===== src/rtl/clkdiv_pkg.sv =====
package clkdiv_pkg;
  typedef enum logic [1:0] {
    SEQ_IDLE = 2'd0,
    SEQ_LOAD = 2'd1,
    SEQ_HOLD = 2'd2
  } seq_state_e;
endpackage


===== src/rtl/clkdiv_reprog_seq.sv =====
module clkdiv_reprog_seq
  import clkdiv_pkg::*;
#(
  parameter int FIELD_W  = 8,
  parameter int REQ_W    = 16,
  parameter int HOLD_CYC = 25
) (
  input  logic               clk_i,
  input  logic               rst_ni,
  input  logic               req_i,
  input  logic [REQ_W-1:0]   req_div_i,
  output logic               byp_o,
  output logic               busy_o,
  output logic               err_o,
  output logic [FIELD_W-1:0] field_o
);
  localparam int MAX_DIV = 1 << FIELD_W;
  localparam int HOLD_W  = $clog2(HOLD_CYC + 1);
  localparam logic [HOLD_W-1:0] HOLD_LAST = HOLD_W'(HOLD_CYC - 1);

  seq_state_e         state_q;
  logic [HOLD_W-1:0]  hold_q;
  logic [FIELD_W-1:0] pend_q, field_q, enc_d;
  logic               byp_q, err_q;

  // 0 and oversize requests both map to the divide-by-MAX encoding
  always_comb begin
    if (req_div_i == '0 || req_div_i >= REQ_W'(MAX_DIV)) enc_d = '0;
    else                                                   enc_d = req_div_i[FIELD_W-1:0];
  end

  always_ff @(posedge clk_i or negedge rst_ni) begin
    if (!rst_ni) begin
      state_q <= SEQ_IDLE;
      hold_q  <= '0;
      pend_q  <= '0;
      field_q <= '0;
      byp_q   <= 1'b1;
      err_q   <= 1'b0;
    end else begin
      unique case (state_q)
        SEQ_IDLE: begin
          if (req_i) begin
            byp_q   <= 1'b1;
            pend_q  <= enc_d;
            err_q   <= 1'b0;
            state_q <= SEQ_LOAD;
          end
        end
        SEQ_LOAD: begin
          field_q <= pend_q;
          hold_q  <= '0;
          state_q <= SEQ_HOLD;
          if (req_i) err_q <= 1'b1;
        end
        SEQ_HOLD: begin
          if (hold_q == HOLD_LAST) begin
            byp_q   <= 1'b0;
            state_q <= SEQ_IDLE;
          end else begin
            hold_q <= hold_q + 1'b1;
          end
          if (req_i) err_q <= 1'b1;
        end
        default: state_q <= SEQ_IDLE;
      endcase
    end
  end

  assign byp_o   = byp_q;
  assign busy_o  = (state_q != SEQ_IDLE);
  assign err_o   = err_q;
  assign field_o = field_q;
endmodule


===== src/rtl/clkdiv_rate_counter.sv =====
module clkdiv_rate_counter #(
  parameter int FIELD_W = 8
) (
  input  logic               clk_i,
  input  logic               rst_ni,
  input  logic               byp_i,
  input  logic [FIELD_W-1:0] field_i,
  output logic               en_o,
  output logic [FIELD_W:0]   act_o
);
  localparam int CNT_W = FIELD_W + 1;
  localparam logic [CNT_W-1:0] MAX_DIV = CNT_W'(1 << FIELD_W);

  logic [CNT_W-1:0] cnt_q, act_q, dec_d;
  logic             wrap;

  assign dec_d = (field_i == '0) ? MAX_DIV : {1'b0, field_i};
  assign wrap  = (cnt_q == act_q - 1'b1);

  // ratio is latched only in bypass or at a period boundary
  always_ff @(posedge clk_i or negedge rst_ni) begin
    if (!rst_ni) begin
      cnt_q <= '0;
      act_q <= MAX_DIV;
    end else if (byp_i || wrap) begin
      cnt_q <= '0;
      act_q <= dec_d;
    end else begin
      cnt_q <= cnt_q + 1'b1;
    end
  end

  assign en_o  = byp_i | wrap;
  assign act_o = act_q;
endmodule


===== src/rtl/clkdiv_bypass.sv =====
module clkdiv_bypass #(
  parameter int FIELD_W  = 8,
  parameter int REQ_W    = 16,
  parameter int HOLD_CYC = 25
) (
  input  logic               clk_i,
  input  logic               rst_ni,
  input  logic               bypass_i,
  input  logic               req_i,
  input  logic [REQ_W-1:0]   req_div_i,
  output logic               clk_en_o,
  output logic               bypass_o,
  output logic               busy_o,
  output logic               err_o,
  output logic [FIELD_W-1:0] div_field_o,
  output logic [FIELD_W:0]   eff_div_o
);
  logic               seq_byp, byp_any;
  logic [FIELD_W-1:0] field;
  logic [FIELD_W:0]   act;

  clkdiv_reprog_seq #(
    .FIELD_W (FIELD_W),
    .REQ_W   (REQ_W),
    .HOLD_CYC(HOLD_CYC)
  ) u_seq (
    .clk_i    (clk_i),
    .rst_ni   (rst_ni),
    .req_i    (req_i),
    .req_div_i(req_div_i),
    .byp_o    (seq_byp),
    .busy_o   (busy_o),
    .err_o    (err_o),
    .field_o  (field)
  );

  assign byp_any = seq_byp | bypass_i;

  clkdiv_rate_counter #(
    .FIELD_W(FIELD_W)
  ) u_cnt (
    .clk_i  (clk_i),
    .rst_ni (rst_ni),
    .byp_i  (byp_any),
    .field_i(field),
    .en_o   (clk_en_o),
    .act_o  (act)
  );

  assign bypass_o    = seq_byp;
  assign div_field_o = field;
  assign eff_div_o   = byp_any ? (FIELD_W+1)'(1) : act;
endmodule


===== config.mk =====
export PLATFORM = sky130hd
export DESIGN_NAME = clkdiv_bypass
export DESIGN_NICKNAME = d
export VERILOG_FILES = /design/src/rtl/clkdiv_pkg.sv /design/src/rtl/clkdiv_reprog_seq.sv /design/src/rtl/clkdiv_rate_counter.sv /design/src/rtl/clkdiv_bypass.sv
export SDC_FILE = /design/constraint.sdc
export NUM_CORES = 1
export LEC_CHECK = 0
export BUFFER_PORTS_ARGS = -buffer_cell sky130_fd_sc_hd__buf_2
export CAP_MARGIN = 20
export CORE_ASPECT_RATIO = 0.5
export CORE_MARGIN = 5
export CORE_UTILIZATION = 37
export CTS_BUF_LIST = sky130_fd_sc_hd__clkbuf_4 sky130_fd_sc_hd__clkbuf_8
export CTS_CLUSTER_DIAMETER = 80
export DETAILED_ROUTE_END_ITERATION = 8
export PLACE_DENSITY_LB_ADDON = 0.2
export SYNTH_ARGS = -nofsm -noshare
export SYNTH_HDL_FRONTEND = slang
export SYNTH_HIERARCHICAL = 1
export SYNTH_SLANG_ARGS = --single-unit

===== constraint.sdc =====
create_clock -name clk_i -period 6.6 [get_ports clk_i]
set_input_delay 1.32 -clock clk_i [delete_from_list [all_inputs] [get_ports clk_i]]
set_output_delay 1.32 -clock clk_i [all_outputs]
set_load 0.02 [all_outputs]

== Yosys cells after proc, flatten, opt, wreduce, memory -nomap -nowiden ==
Cells that the tools add are included.

* Bits in registers: 43
* Input port bits: 20

* Reduce and logical (&&, ||, !) cells: 15
* Add/sub/neg operators: 3
* Equal/unequal tests: 8
* Magnitude comparators: 1
* Muxes and demuxes: 14
* Bitwise gates (word level): 2

{| class="wikitable"
|+ Operators by type and width
! operator !! count
|-
| two-way mux 9 bit || 3
|-
| greater-or-equal comparator 16 x 9 -> 1 bit, second input constant || 1
|-
| zero test 16 bit || 1
|-
| one-hot mux 5 bit (2 select lines) || 1
|-
| adder 9 x 1 -> 9 bit, second input constant || 1
|-
| == test 9 bit || 1
|-
| subtractor 9 x 1 -> 9 bit, second input constant || 1
|-
| zero test 8 bit || 1
|-
| two-way mux 8 bit || 1
|-
| nonzero test 2 bit || 4
|-
| one-hot mux 2 bit (3 select lines) || 1
|-
| AND reduction 2 bit || 3
|-
| AND reduction 3 bit || 2
|-
| adder 5 x 1 -> 5 bit, second input constant || 1
|-
| == test 5 bit, second input constant || 1
|-
| two-way mux 5 bit || 1
|-
| two-way mux 2 bit || 2
|-
| != test 2 x 1 -> 1 bit, second input constant || 2
|-
| != test 2 bit, second input constant || 2
|-
| one-hot mux 1 bit (2 select lines) || 2
|-
| two-way mux 1 bit || 3
|-
| == test 2 x 1 -> 1 bit, second input constant || 1
|-
| == test 2 bit, second input constant || 1
|-
| zero test 2 bit || 1
|-
| 3 further kinds || 5
|}

== Longest topological paths before layout ==
* Depth after elaboration: 4
* Mapped depth: 10

== Modules after synthesis ==
The synthesis kept the hierarchy.

{| class="wikitable"
|+ Modules (own cells, without submodules)
! module !! instances !! cells each !! area each (µm²)
|-
| clkdiv_reprog_seq || 1 || 103 || 1173.6
|-
| clkdiv_rate_counter || 1 || 106 || 1079.8
|-
| clkdiv_bypass || 1 || 12 || 88.8
|}

== Least setup slack after synthesis ==
OpenSTA, ideal clock, no wires.

* Path type: input -> output
* Start point: input port bypass_i
* End point: output port clk_en_o
* Slack: 3.091 ns
* Required time: 5.280 ns
* Arrival time: 2.189 ns
* Stages: 5
* Buffers on the path: 3
* Cell sequence: buf_6 or2_2 a21o_1 buf_6 buf_6

* Cells in the longest elaborated chain, start to end: 2

{| class="wikitable"
|+ Ends and longest elaborated chain
! item !! line !! text
|-
| from (decl) || clkdiv_bypass.sv:8 || <nowiki>input logic bypass_i,</nowiki>
|-
| bitwise OR 1 bit || clkdiv_bypass.sv:37 || <nowiki>assign byp_any = seq_byp | bypass_i;</nowiki>
|-
| via byp_any || clkdiv_bypass.sv:18 || <nowiki>logic seq_byp, byp_any;</nowiki>
|-
| bitwise OR 1 bit || clkdiv_rate_counter.sv:33 || <nowiki>assign en_o = byp_i | wrap;</nowiki>
|-
| to (decl) || clkdiv_bypass.sv:11 || <nowiki>output logic clk_en_o,</nowiki>
|}

The timed path passes the listed nets, and every way through them passes these cells.

== Worst setup path after layout ==
* Start point: register u_cnt.act_q[0], in the netlist u_cnt/act_o[0]
* End point: output port clk_en_o

* Cells in the longest elaborated chain, start to end: 3

{| class="wikitable"
|+ Ends and longest elaborated chain
! item !! line !! text
|-
| from (decl) || clkdiv_rate_counter.sv:14 || <nowiki>logic [CNT_W-1:0] cnt_q, act_q, dec_d;</nowiki>
|-
| from (signal assigned) || clkdiv_rate_counter.sv:24 || <nowiki>act_q <= MAX_DIV;</nowiki>
|-
| from (signal assigned) || clkdiv_rate_counter.sv:27 || <nowiki>act_q <= dec_d;</nowiki>
|-
| subtractor 9 x 1 -> 9 bit || clkdiv_rate_counter.sv:18 || <nowiki>assign wrap = (cnt_q == act_q - 1'b1);</nowiki>
|-
| == test 9 bit || clkdiv_rate_counter.sv:18 ||
|-
| bitwise OR 1 bit || clkdiv_rate_counter.sv:33 ||
|}

No other way between the ends.

==> results.json <==
{
  "synthArstFlopShare_pct": 100.0,
  "remaining_drc_errors": 0,
  "gr-usage-met1_pct": 15.94,
  "place_inst": 341,
  "drt-total-wl_um": 4966,
  "critPathLaunchType": "flop",
  "io-pin-count": 41,
  "yosys_warnings": 6,
  "starting_density_pct": 38.36,
  "avgSynthCellArea_um2": 10.60,
  "largest_net_degree_at_the_start_of_global_routing": 44,
  "yosys-top-cells-area": "sky130_fd_sc_hd__dfrtp_1 44%, sky130_fd_sc_hd__mux2_4 5.1%, sky130_fd_sc_hd__ha_1 4.3%",
  "p_total_w": 0.0007551,
  "antenna-diode-count": 0,
  "first_global_vias": 1794,
  "fmax_ghz": 0.2425,
  "synthDistinctLibCells": 45,
  "layout_cells_sized_above_1_pct": 28.24,
  "slowest_delay_ns": 0.65,
  "place_area_um2": 2595,
  "yosys-top-cells-count": "41 x sky130_fd_sc_hd__dfrtp_1, 25 x sky130_fd_sc_hd__nand2_1, 19 x sky130_fd_sc_hd__nor2_1",
  "fin_worst_skew_ns": 0.005145,
  "insertion_delay_ns": 0.30,
  "cts_root_buf": "sky130_fd_sc_hd__clkbuf_8",
  "met2_usage_pct": 24.54,
  "hold_viol_final": 0,
  "postSynthRegisterBits": 43,
  "route.detailed.vias_per_inst": 4.911,
  "cellLeakagePower_nw": 1.358,
  "clkTransAtPathRegs_ns": 0.09,
  "crit_type": "flop to primary output",
  "worst-endpoint-arrival_ns": 2.80,
  "maxCapViolations": 0,
  "globalplace.congestion": 0.7313,
  "buffer_ports.inserted": 40,
  "slowest_library_cell_on_the_worst_path": "sky130_fd_sc_hd__a21o_1",
  "synth_edf_count": 0,
  "rows": 20,
  "slew_violations": 0,
  "postCtsHoldBufs": 0,
  "track_usage_pct": 13.45,
  "cts_tree": "built",
  "critical_path.cell_chain": "or4_1, a2111oi_2, nor2_1, o31ai_1, a21o_1, buf_2",
  "die-height_um": 66.26,
  "htreeDepth": 2,
  "result_of_the_run": "finished, final reports clean",
  "cts_max_path_buffers": 2,
  "grt_first_pass_wirelength_um": 8590,
  "timing.slew.headroom_pct": 51.13,
  "worst_setup_ep_type": "primary output",
  "place.detailed.hpwl_um": 3588,
  "timing.hold.worst.class": "flop to flop",
  "drt_pre_antenna_iters": 4,
  "tightest_slew_ns": 0.7331,
  "grt_antenna_before_repair": 0,
  "gr-total-overflow": 0,
  "area_delta_synth_final_pct": 16.45,
  "dr_total_vias": 1719,
  "num-nets-final": 289,
  "seq_area_frac_synth_pct": 46.05,
  "route.detailed.wl_per_inst_um": 14.19,
  "number_of_clock_sinks_seen_by_cts": 43,
  "grt_busiest_layer": "met2",
  "layoutNonFillerInstCount": 350,
  "postLayoutSetupSlackWorst_ns": 2.477,
  "cts_resized": 0,
  "coreArea_um2": 6106,
  "required_ns": 5.28,
  "vdd.ir_drop.worst_v": 0.0001513,
  "synth_flop_cell": "sky130_fd_sc_hd__dfrtp_1",
  "tritoncts.num_buffers": 5,
  "globalRouteMet3Util_pct": 3.162,
  "timing.final.crit_period_ns": 4.123,
  "stdcell_area_um2": 2728,
  "route.antenna.remaining_nets": 0,
  "final_worst_path_period_share_pct": 62.47,
  "synthMostInstantiatedCell": "sky130_fd_sc_hd__dfrtp_1",
  "totalNegativeSetupSlack_ns": 0,
  "floorplan.die.width_um": 122.5,
  "final-setup-viol-count": 0,
  "syn-cell-area_um2": 2342,
  "synthDominantCellAreaShare_pct": 43.80,
  "mappedNetlistNets": 249,
  "critical_path_peak_fanout": 17,
  "synthesis.instances": 221,
  "die_area_um2": 8118,
  "buffers_inserted_during_post_cts_setup_optimization": 0,
  "power_density_nw_per_um2": 276.9,
  "drt_iter0_drc": 40,
  "synth_largest_area_cell": "sky130_fd_sc_hd__dfrtp_1",
  "post-place-ws_ns": 2.737,
  "unrepaired_setup_endpoints_after_global_routing": "false"
}
-- worst max-delay path, delay by kind of cell, from the launching register on --
family                 cells  cell delay [ns]
and+or+nand+nor            2             0.70
AOI/OAI and AO/OA          3             1.05
buffers and inverters      1             0.29
DFF                        1             0.44
-- layout make-up --
| cell class | instances | area, um^2 |
|---|---|---|
| multi-input cells | 159 | 1165 |
| fillers | 588 | 3378 |
| clock buffers | 5 | 68.82 |
| clock inverters | 3 | 43.79 |
| repair buffers | 41 | 220.2 |
| inverters | 11 | 41.29 |
| flip-flops and latches | 43 | 1079 |
| well taps | 88 | 110.1 |
-- flip-flops by register name, summed over array words and instances (netlist names) --
register and flops:
u_seq/pend_q 8, u_cnt/act_o 9, u_seq/field_o 8, u_seq/err_o 1
u_seq/byp_o 1, u_seq/hold_q 5, u_seq/state_q 2, u_cnt/cnt_q 9
-- routing by layer --
metal,vias to the layer above,part of all wire (%)
li1,844,-
met1,856,45
met2,14,51
met3,5,2.5
met4,0,0.99
met5,-,0
-- per-stage QoR --
stage | util, % | hold WS (ns)
final | 44.67 | 0.4865
after global routing | 44.67 | 0.5037
after detailed placement | 42.50 | 0.4664
after CTS | 44.34 | 0.4874
after global placement | 42.50 | 0.4610
after floorplan | - | 0.4444
-- cell families (layout without fill, tap and decap cells) --
| group | after synthesis | in the layout | share of synthesized area (%) |
|---|---|---|---|
| AND/OR/NAND/NOR | 84 | 84 | 18.96 |
| flip-flops | 43 | 43 | 46.05 |
| AO/OA/AOI/OAI | 29 | 29 | 9.135 |
| XOR/XNOR | 19 | 19 | 7.105 |
| multiplexers | 19 | 19 | 10.26 |
| buffers and inverters | 19 | 60 | 4.220 |
| adder cells (fa/ha/maj) | 8 | 8 | 4.274 |
-- power breakdown --
group          switching [W]  internal [W]  leakage, nW
Clock              0.0000966      0.000113       0.0581
Sequential         0.0000297      0.000289        0.585
Combinational       0.000127     0.0000997        0.715
-- worst paths after layout --
check,cells past startpoint,end,startpoint,slack [ns]
min in group asynchronous,1,u_seq/hold_q[1],rst_ni,0.87
worst max-delay path,6,clk_en_o,u_cnt/act_o[0],2.48
worst min-delay path,2,u_seq/pend_q[4],u_seq/pend_q[4],0.49
worst min register to register,2,u_seq/pend_q[4],u_seq/pend_q[4],0.49
max in group asynchronous,2,u_cnt/act_o[8],rst_ni,5.21
worst max register to register,6,u_cnt/act_o[7],u_cnt/act_o[0],3.93
-- cell usage in the layout (no fill, tap or decap), drive strengths merged, types with 2 or more instances in the layout --
cell type,instances
nand3,9
mux2i,3
ha,8
buf,41
xnor2,11
xor2,8
nor2,19
nand2b,3
nor4,5
a21o,2
dfrtp,41
o21ai,10
nor3b,9
o31a,2
clkbuf,5
inv,11
dfstp,2
clkinv,2
and2,2
or2,2
a21oi,5
nand2,25
mux2,16
No activity file was read; power rests on OpenSTA's default activity.
